`config.mk`:
```
export PLATFORM = sky130hd
export DESIGN_NAME = phy_lock_seq
export DESIGN_NICKNAME = d
export VERILOG_FILES = /design/src/rtl/phy_seq_pkg.sv /design/src/rtl/seq_delay_timer.sv /design/src/rtl/seq_try_counter.sv /design/src/rtl/seq_cmd_port.sv /design/src/rtl/phy_lock_seq.sv
export SDC_FILE = /design/constraint.sdc
export NUM_CORES = 1
export LEC_CHECK = 0
export ABC_AREA = 1
export BUFFER_PORTS_ARGS = -buffer_cell sky130_fd_sc_hd__buf_2
export CAP_MARGIN = 20
export CORE_ASPECT_RATIO = 0.8
export CORE_UTILIZATION = 54
export CTS_CLUSTER_SIZE = 12
export DETAILED_ROUTE_END_ITERATION = 16
export GPL_TIMING_DRIVEN = 0
export PLACE_DENSITY_LB_ADDON = 0.3
export SYNTH_ARGS = -nofsm -noshare
export SYNTH_HDL_FRONTEND = slang
export SYNTH_SLANG_ARGS = --single-unit
```
`constraint.sdc`:
```
create_clock -name clk -period 1.7 [get_ports clk]
set_input_delay 0.34 -clock clk [delete_from_list [all_inputs] [get_ports clk]]
set_output_delay 0.34 -clock clk [all_outputs]
set_load 0.01 [all_outputs]
```
`src/rtl/phy_seq_pkg.sv`:
```
package phy_seq_pkg;

  typedef enum logic [1:0] {
    OP_ADDR  = 2'd0,
    OP_WRITE = 2'd1,
    OP_READ  = 2'd2
  } phy_op_e;

  typedef enum logic [1:0] {
    ERR_NONE   = 2'd0,
    ERR_HSHAKE = 2'd1,
    ERR_NOLOCK = 2'd2
  } seq_err_e;

  typedef enum logic [2:0] {
    S_IDLE,
    S_WAIT_CLK,
    S_RST_ADDR,
    S_RST_WR,
    S_POLL_WAIT,
    S_STAT_ADDR,
    S_STAT_RD
  } seq_state_e;

endpackage

```
`src/rtl/seq_delay_timer.sv`:
```
// Down-counter: loads a cycle count and reports when it has drained to zero.
module seq_delay_timer #(
  parameter int W = 14
) (
  input  logic         clk,
  input  logic         rst_n,
  input  logic         load,
  input  logic [W-1:0] load_val,
  output logic         zero
);
  logic [W-1:0] cnt;

  always_ff @(posedge clk) begin
    if (!rst_n)           cnt <= '0;
    else if (load)        cnt <= load_val;
    else if (cnt != '0)   cnt <= cnt - W'(1);
  end

  assign zero = (cnt == '0);
endmodule

```
`src/rtl/seq_try_counter.sv`:
```
// Counts failed lock checks; flags when the current check is the last allowed.
module seq_try_counter #(
  parameter int MAX_TRIES = 10
) (
  input  logic clk,
  input  logic rst_n,
  input  logic clear,
  input  logic bump,
  output logic last
);
  localparam int TW = $clog2(MAX_TRIES + 1);
  logic [TW-1:0] cnt;

  always_ff @(posedge clk) begin
    if (!rst_n)     cnt <= '0;
    else if (clear) cnt <= '0;
    else if (bump)  cnt <= cnt + TW'(1);
  end

  assign last = (cnt == TW'(MAX_TRIES - 1));
endmodule

```
`src/rtl/seq_cmd_port.sv`:
```
// Valid/ready command source with one outstanding command and a response wait.
module seq_cmd_port #(
  parameter int DW = 16
) (
  input  logic          clk,
  input  logic          rst_n,
  input  logic          go,
  input  logic [1:0]    go_op,
  input  logic [DW-1:0] go_data,
  output logic          cmd_valid,
  input  logic          cmd_ready,
  output logic [1:0]    cmd_op,
  output logic [DW-1:0] cmd_data,
  input  logic          rsp_valid,
  input  logic          rsp_timeout,
  input  logic [DW-1:0] rsp_rdata,
  output logic          fin,
  output logic          fin_timeout,
  output logic [DW-1:0] fin_rdata
);
  logic waiting;

  always_ff @(posedge clk) begin
    if (!rst_n) begin
      cmd_valid <= 1'b0;
      waiting   <= 1'b0;
      cmd_op    <= '0;
      cmd_data  <= '0;
    end else begin
      if (go) begin
        cmd_valid <= 1'b1;
        cmd_op    <= go_op;
        cmd_data  <= go_data;
      end else if (cmd_valid && cmd_ready) begin
        cmd_valid <= 1'b0;
        waiting   <= 1'b1;
      end
      if (waiting && rsp_valid) waiting <= 1'b0;
    end
  end

  assign fin         = waiting && rsp_valid;
  assign fin_timeout = rsp_timeout;
  assign fin_rdata   = rsp_rdata;
endmodule

```
`src/rtl/phy_lock_seq.sv`:
```
module phy_lock_seq
  import phy_seq_pkg::*;
#(
  parameter int          DATA_W        = 16,
  parameter int          START_DLY     = 12500,
  parameter int          POLL_DLY      = 12500,
  parameter int          MAX_TRIES     = 10,
  parameter logic [15:0] CLKRST_REG    = 16'h7F3F,
  parameter logic [15:0] RESET_VAL     = 16'h0001,
  parameter logic [15:0] LANE_STAT_REG = 16'h2003,
  parameter int          LOCK_BIT      = 1
) (
  input  logic              clk,
  input  logic              rst_n,
  input  logic              start,
  output logic              cmd_valid,
  input  logic              cmd_ready,
  output logic [1:0]        cmd_op,
  output logic [DATA_W-1:0] cmd_data,
  input  logic              rsp_valid,
  input  logic              rsp_timeout,
  input  logic [DATA_W-1:0] rsp_rdata,
  output logic              busy,
  output logic              done,
  output logic [1:0]        err_code
);
  localparam int DLY_MAX = (START_DLY > POLL_DLY) ? START_DLY : POLL_DLY;
  localparam int DLY_W   = $clog2(DLY_MAX + 1);
  localparam logic [DATA_W-1:0] LOCK_MASK = DATA_W'(1) << LOCK_BIT;

  seq_state_e        state;
  logic              go;
  logic [1:0]        go_op;
  logic [DATA_W-1:0] go_data;
  logic              fin, fin_to;
  logic [DATA_W-1:0] fin_data;
  logic              tmr_load, tmr_zero;
  logic [DLY_W-1:0]  tmr_val;
  logic              try_clr, try_bump, try_last;
  logic              lock_seen;
  logic              unused_rdata;

  assign lock_seen    = |(fin_data & LOCK_MASK);
  assign unused_rdata = ^(fin_data & ~LOCK_MASK);

  seq_delay_timer #(.W(DLY_W)) u_timer (
    .clk(clk), .rst_n(rst_n), .load(tmr_load), .load_val(tmr_val), .zero(tmr_zero)
  );

  seq_try_counter #(.MAX_TRIES(MAX_TRIES)) u_tries (
    .clk(clk), .rst_n(rst_n), .clear(try_clr), .bump(try_bump), .last(try_last)
  );

  seq_cmd_port #(.DW(DATA_W)) u_port (
    .clk(clk), .rst_n(rst_n),
    .go(go), .go_op(go_op), .go_data(go_data),
    .cmd_valid(cmd_valid), .cmd_ready(cmd_ready), .cmd_op(cmd_op), .cmd_data(cmd_data),
    .rsp_valid(rsp_valid), .rsp_timeout(rsp_timeout), .rsp_rdata(rsp_rdata),
    .fin(fin), .fin_timeout(fin_to), .fin_rdata(fin_data)
  );

  // Timer reloads and retry bookkeeping, decoded from the current step.
  always_comb begin
    tmr_load = 1'b0;
    tmr_val  = DLY_W'(POLL_DLY);
    try_clr  = 1'b0;
    try_bump = 1'b0;
    case (state)
      S_IDLE: if (start) begin
        tmr_load = 1'b1;
        tmr_val  = DLY_W'(START_DLY);
      end
      S_RST_WR: if (fin && !fin_to) begin
        tmr_load = 1'b1;
        try_clr  = 1'b1;
      end
      S_STAT_RD: if (fin && !fin_to && !lock_seen && !try_last) begin
        tmr_load = 1'b1;
        try_bump = 1'b1;
      end
      default: ;
    endcase
  end

  always_ff @(posedge clk) begin
    if (!rst_n) begin
      state    <= S_IDLE;
      busy     <= 1'b0;
      done     <= 1'b0;
      err_code <= ERR_NONE;
      go       <= 1'b0;
      go_op    <= OP_ADDR;
      go_data  <= '0;
    end else begin
      go   <= 1'b0;
      done <= 1'b0;
      case (state)
        S_IDLE: if (start) begin
          busy     <= 1'b1;
          err_code <= ERR_NONE;
          state    <= S_WAIT_CLK;
        end
        S_WAIT_CLK: if (tmr_zero) begin
          go      <= 1'b1;
          go_op   <= OP_ADDR;
          go_data <= DATA_W'(CLKRST_REG);
          state   <= S_RST_ADDR;
        end
        S_RST_ADDR: if (fin) begin
          if (fin_to) begin
            err_code <= ERR_HSHAKE;
            busy     <= 1'b0;
            done     <= 1'b1;
            state    <= S_IDLE;
          end else begin
            go      <= 1'b1;
            go_op   <= OP_WRITE;
            go_data <= DATA_W'(RESET_VAL);
            state   <= S_RST_WR;
          end
        end
        S_RST_WR: if (fin) begin
          if (fin_to) begin
            err_code <= ERR_HSHAKE;
            busy     <= 1'b0;
            done     <= 1'b1;
            state    <= S_IDLE;
          end else begin
            state <= S_POLL_WAIT;
          end
        end
        S_POLL_WAIT: if (tmr_zero) begin
          go      <= 1'b1;
          go_op   <= OP_ADDR;
          go_data <= DATA_W'(LANE_STAT_REG);
          state   <= S_STAT_ADDR;
        end
        S_STAT_ADDR: if (fin) begin
          if (fin_to) begin
            err_code <= ERR_HSHAKE;
            busy     <= 1'b0;
            done     <= 1'b1;
            state    <= S_IDLE;
          end else begin
            go      <= 1'b1;
            go_op   <= OP_READ;
            go_data <= '0;
            state   <= S_STAT_RD;
          end
        end
        S_STAT_RD: if (fin) begin
          if (fin_to || lock_seen || try_last) begin
            err_code <= fin_to    ? ERR_HSHAKE :
                        lock_seen ? ERR_NONE   : ERR_NOLOCK;
            busy     <= 1'b0;
            done     <= 1'b1;
            state    <= S_IDLE;
          end else begin
            state <= S_POLL_WAIT;
          end
        end
        default: state <= S_IDLE;
      endcase
    end
  end
endmodule

```
==> flow_summary.toml <==
[final_layout]
fin_nets = 355
postLayoutCoreUtil_pct = 66.4
instances_no_fill = 371
multiInputGateArea_um2 = 1120
antenna_cells = 0
num-fill-cells = 332
design_area_um2 = 2370
drive_above_1_share_pct = 22.8
regArea_um2 = 761
area_growth_pct = 13.0

[die]
die_h_um = 57.7
ios = 45
die_width_um = 71.7
dieArea_um2 = 4140
core_region_area_um2 = 3570
start_util_pct = 58.8
rows = 19

[timing]
post-route-period-util_pct = 90.9
period_minus_slack_ns = 1.54
fmax_mhz = 647
fin_skew_ns = 0.00380
final.setup.tns_ns = 0
setup_violations = 0
rsz0062_at_grt = "no"
hold_viol_final = 0
slew_violations = 0
worst_slack_ns = 0.155
holdWs_ns = 0.250

[critical_path]
crit_required_ns = 1.92
worst_ep_arrival_time_ns = 1.77
path_depth = 8
worstSetupEndpointType = "flip-flop"
critPathKind = "reg2reg"
max_stage_delay_ns = 0.37
reg2reg_from = "u_timer.cnt[0]$_SDFFE_PP0P_"
cp-startpoint = "u_timer.cnt[0]$_SDFFE_PP0P_"
reg2regPathDepth = 8
slowest_stage = "dfxtp_1"
cp-start-kind = "flip-flop"
critical_path.top_delay_family = "simple AND/OR/NAND/NOR gates"
cp_num_buf_inv = 2
critPathMaxFanout = 10
worstPathCellList = "inv_1 -> ha_1 -> nand2_1 -> nor2_4 -> nand2_2 -> clkbuf_4 -> nand3_1 -> a21oi_1"

[clock_tree]
tritoncts = "done"
cts_sinks = 38
clkTransAtPathRegs_ns = 0.07
clock_path_buffers = 2
insertion_delay_ns = 0.29
cts_made_buffers = 5
cts_root_buffer = "clkbuf_8"
ctsHtreeMaxLevel = 2
cts_setup_buffers = 0

[drt]
detail-route-antenna-nets = 0
vias_per_cell = 5.02
drt-initial-drc-count = 121
dr.pass1.iters = 5
wire_per_inst_um = 10.9
wl_met2_um = 1590
wl_met1_um = 2140
top_layer = "met4"
wl_met3_um = 255
totalWireLength_um = 4050
drcViolationCount = 0
via_count = 1862

[power_and_ir_drop]
powerDensity_nw_per_um2 = 1830
p_leak_nw = 1.25
ir_drop_mv = 1.12
p_total_mw = 4.34

[grt]
grt_remaining_overflow = 0
track_usage_pct = 21.6
antenna_found_initial = 0
grt_pass1_vias = 1588
grt_start_max_net_pins = 12
grt_pass1_wl_um = 6980

[synth]
ys.warnings.count = 0
seq_area_frac_synth_pct = 36.3
ys_ff_latch = 38
postSynthCellCount = 295
syn_avg_cell_area_um2 = 7.10
netlist_area_um2 = 2100
ys_types = 33

[place]
post-dp-hpwl_um = 3040
io_buffers = 25
place_inst = 364
postPlaceCellArea_um2 = 2280
place_congestion = 0.936
dp_slack_ns = 0.112

[status]
status = "completed"

[min_path]
hold_start = "cmd_ready"
hold_class = "in2reg"
whs_path_depth = 2

[flow_run]
cap_viol_max_count = 0
## cells by family (layout without fill, tap and decap cells)
family | count (synthesis) | count (layout) | share of synthesized area (%)
AO/OA/AOI/OAI | 34 | 34 | 9.07
XOR/XNOR | 6 | 6 | 2.51
adder cells (fa/ha/maj) | 4 | 4 | 2.39
buffers and inverters | 43 | 75 | 10.6
flip-flops | 38 | 38 | 36.3
other | 1 | 3 | 0.179
AND/OR/NAND/NOR | 169 | 169 | 38.9
## worst paths after layout
kind	endpoint	slack [ns]
worst min register to register	go_data[0]$_SDFFE_PN0P_	0.47
worst min-delay path	u_port.cmd_valid$_SDFFE_PN0P_	0.25
worst max-delay path	u_timer.cnt[13]$_SDFFE_PN0P_	0.16
worst max register to register	u_timer.cnt[13]$_SDFFE_PN0P_	0.16
## per-layer routing
layer / vias up / track usage, %
li1: 1000 / -
met1: 801 / 30.7
met2: 53 / 32.2
met3: 8 / 4.70
met4: 0 / 8.40
met5: - / 0
## synthesized netlist by cell type, drive strengths merged
library cell  instances  area, um2
conb                  1       3.75
o21bai                3       22.5
buf                  18        128
nand2                63        284
and3                  1       6.26
nand3b                1       7.51
dfxtp                38        761
or2                   2       12.5
a211oi                2       15.0
a21o                  1       7.51
ha                    4       50.1
a21oi                15       78.8
nor3                  4       20.0
clkinv                2       8.75
o21ai                12       60.1
nand4                 3       18.8
nand3                31        175
inv                  23       86.3
xnor2                 1       8.76
a31oi                 1       6.26
xor2                  5       43.8
nor2                 64        292
## power by group
| group | switching, mW | total [mW] | internal (mW) | leakage [nW] |
|---|---|---|---|---|
| Sequential | 0.224 | 1.39 | 1.16 | 0.312 |
| Clock | 0.317 | 0.592 | 0.275 | 0.0438 |
| Combinational | 1.43 | 2.36 | 0.923 | 0.896 |
| Total | 1.97 | 4.34 | 2.36 | 1.25 |
## repair_timing
action	in CTS	in global routing
hold buffers	0	0
endpoints found under the setup margin	0	2
gates resized for setup	0	3
endpoints found under the hold margin	0	0
## worst reg2reg max path, delay by kind of cell (launching register included)
kind / cells / cell delay [ns]
AO/OA/AOI/OAI: 1 / 0.12
adder cells (fa/ha/maj): 1 / 0.22
buffers and inverters: 2 / 0.34
flip-flops: 1 / 0.37
AND/OR/NAND/NOR: 4 / 0.42
## area by class of cell
cell class,count,share of cell area [%]
Clock buffer,5,2.91
Clock inverter,2,0.423
Sequential cell,38,32.1
Tap cell,42,2.22
Timing Repair Buffer,25,5.29
Multi-Input combinational cell,216,47.5
Buffer,18,5.50
Inverter,25,4.02
## flip-flops by register name, indices dropped and copies added, names as in the netlist
register / count
u_timer.cnt: 14
u_tries.cnt: 4
go_data: 3
state: 3
u_port.cmd_data: 3
err_code: 2
go_op: 2
u_port.cmd_op: 2
busy: 1
done: 1
go: 1
u_port.cmd_valid: 1
u_port.waiting: 1
## cells in the final DEF, fill, tap and decap left out
cell / count
clkbuf_4: 1
nand4_1: 3
nand2_2: 3
dfxtp_1: 38
nand3_1: 27
o21ai_0: 11
a21o_1: 1
nor2_1: 57
buf_2: 27
clkinv_2: 3
clkinv_1: 1
nand3b_1: 1
ha_1: 4
a31oi_1: 1
o21ai_1: 1
xnor2_1: 1
nand2_1: 54
o21bai_1: 3
buf_4: 15
nor3_1: 4
a211oi_1: 2
a21oi_1: 14
nand3_2: 4
inv_2: 2
xor2_1: 5
inv_1: 21
a21oi_2: 1
nor2_8: 1
or2_2: 1
clkbuf_8: 5
and3_1: 1
conb_1: 3
nor2_4: 4
or2_0: 1
nand2_4: 6
nor2_2: 2
Power figures use the tool's default switching activity.
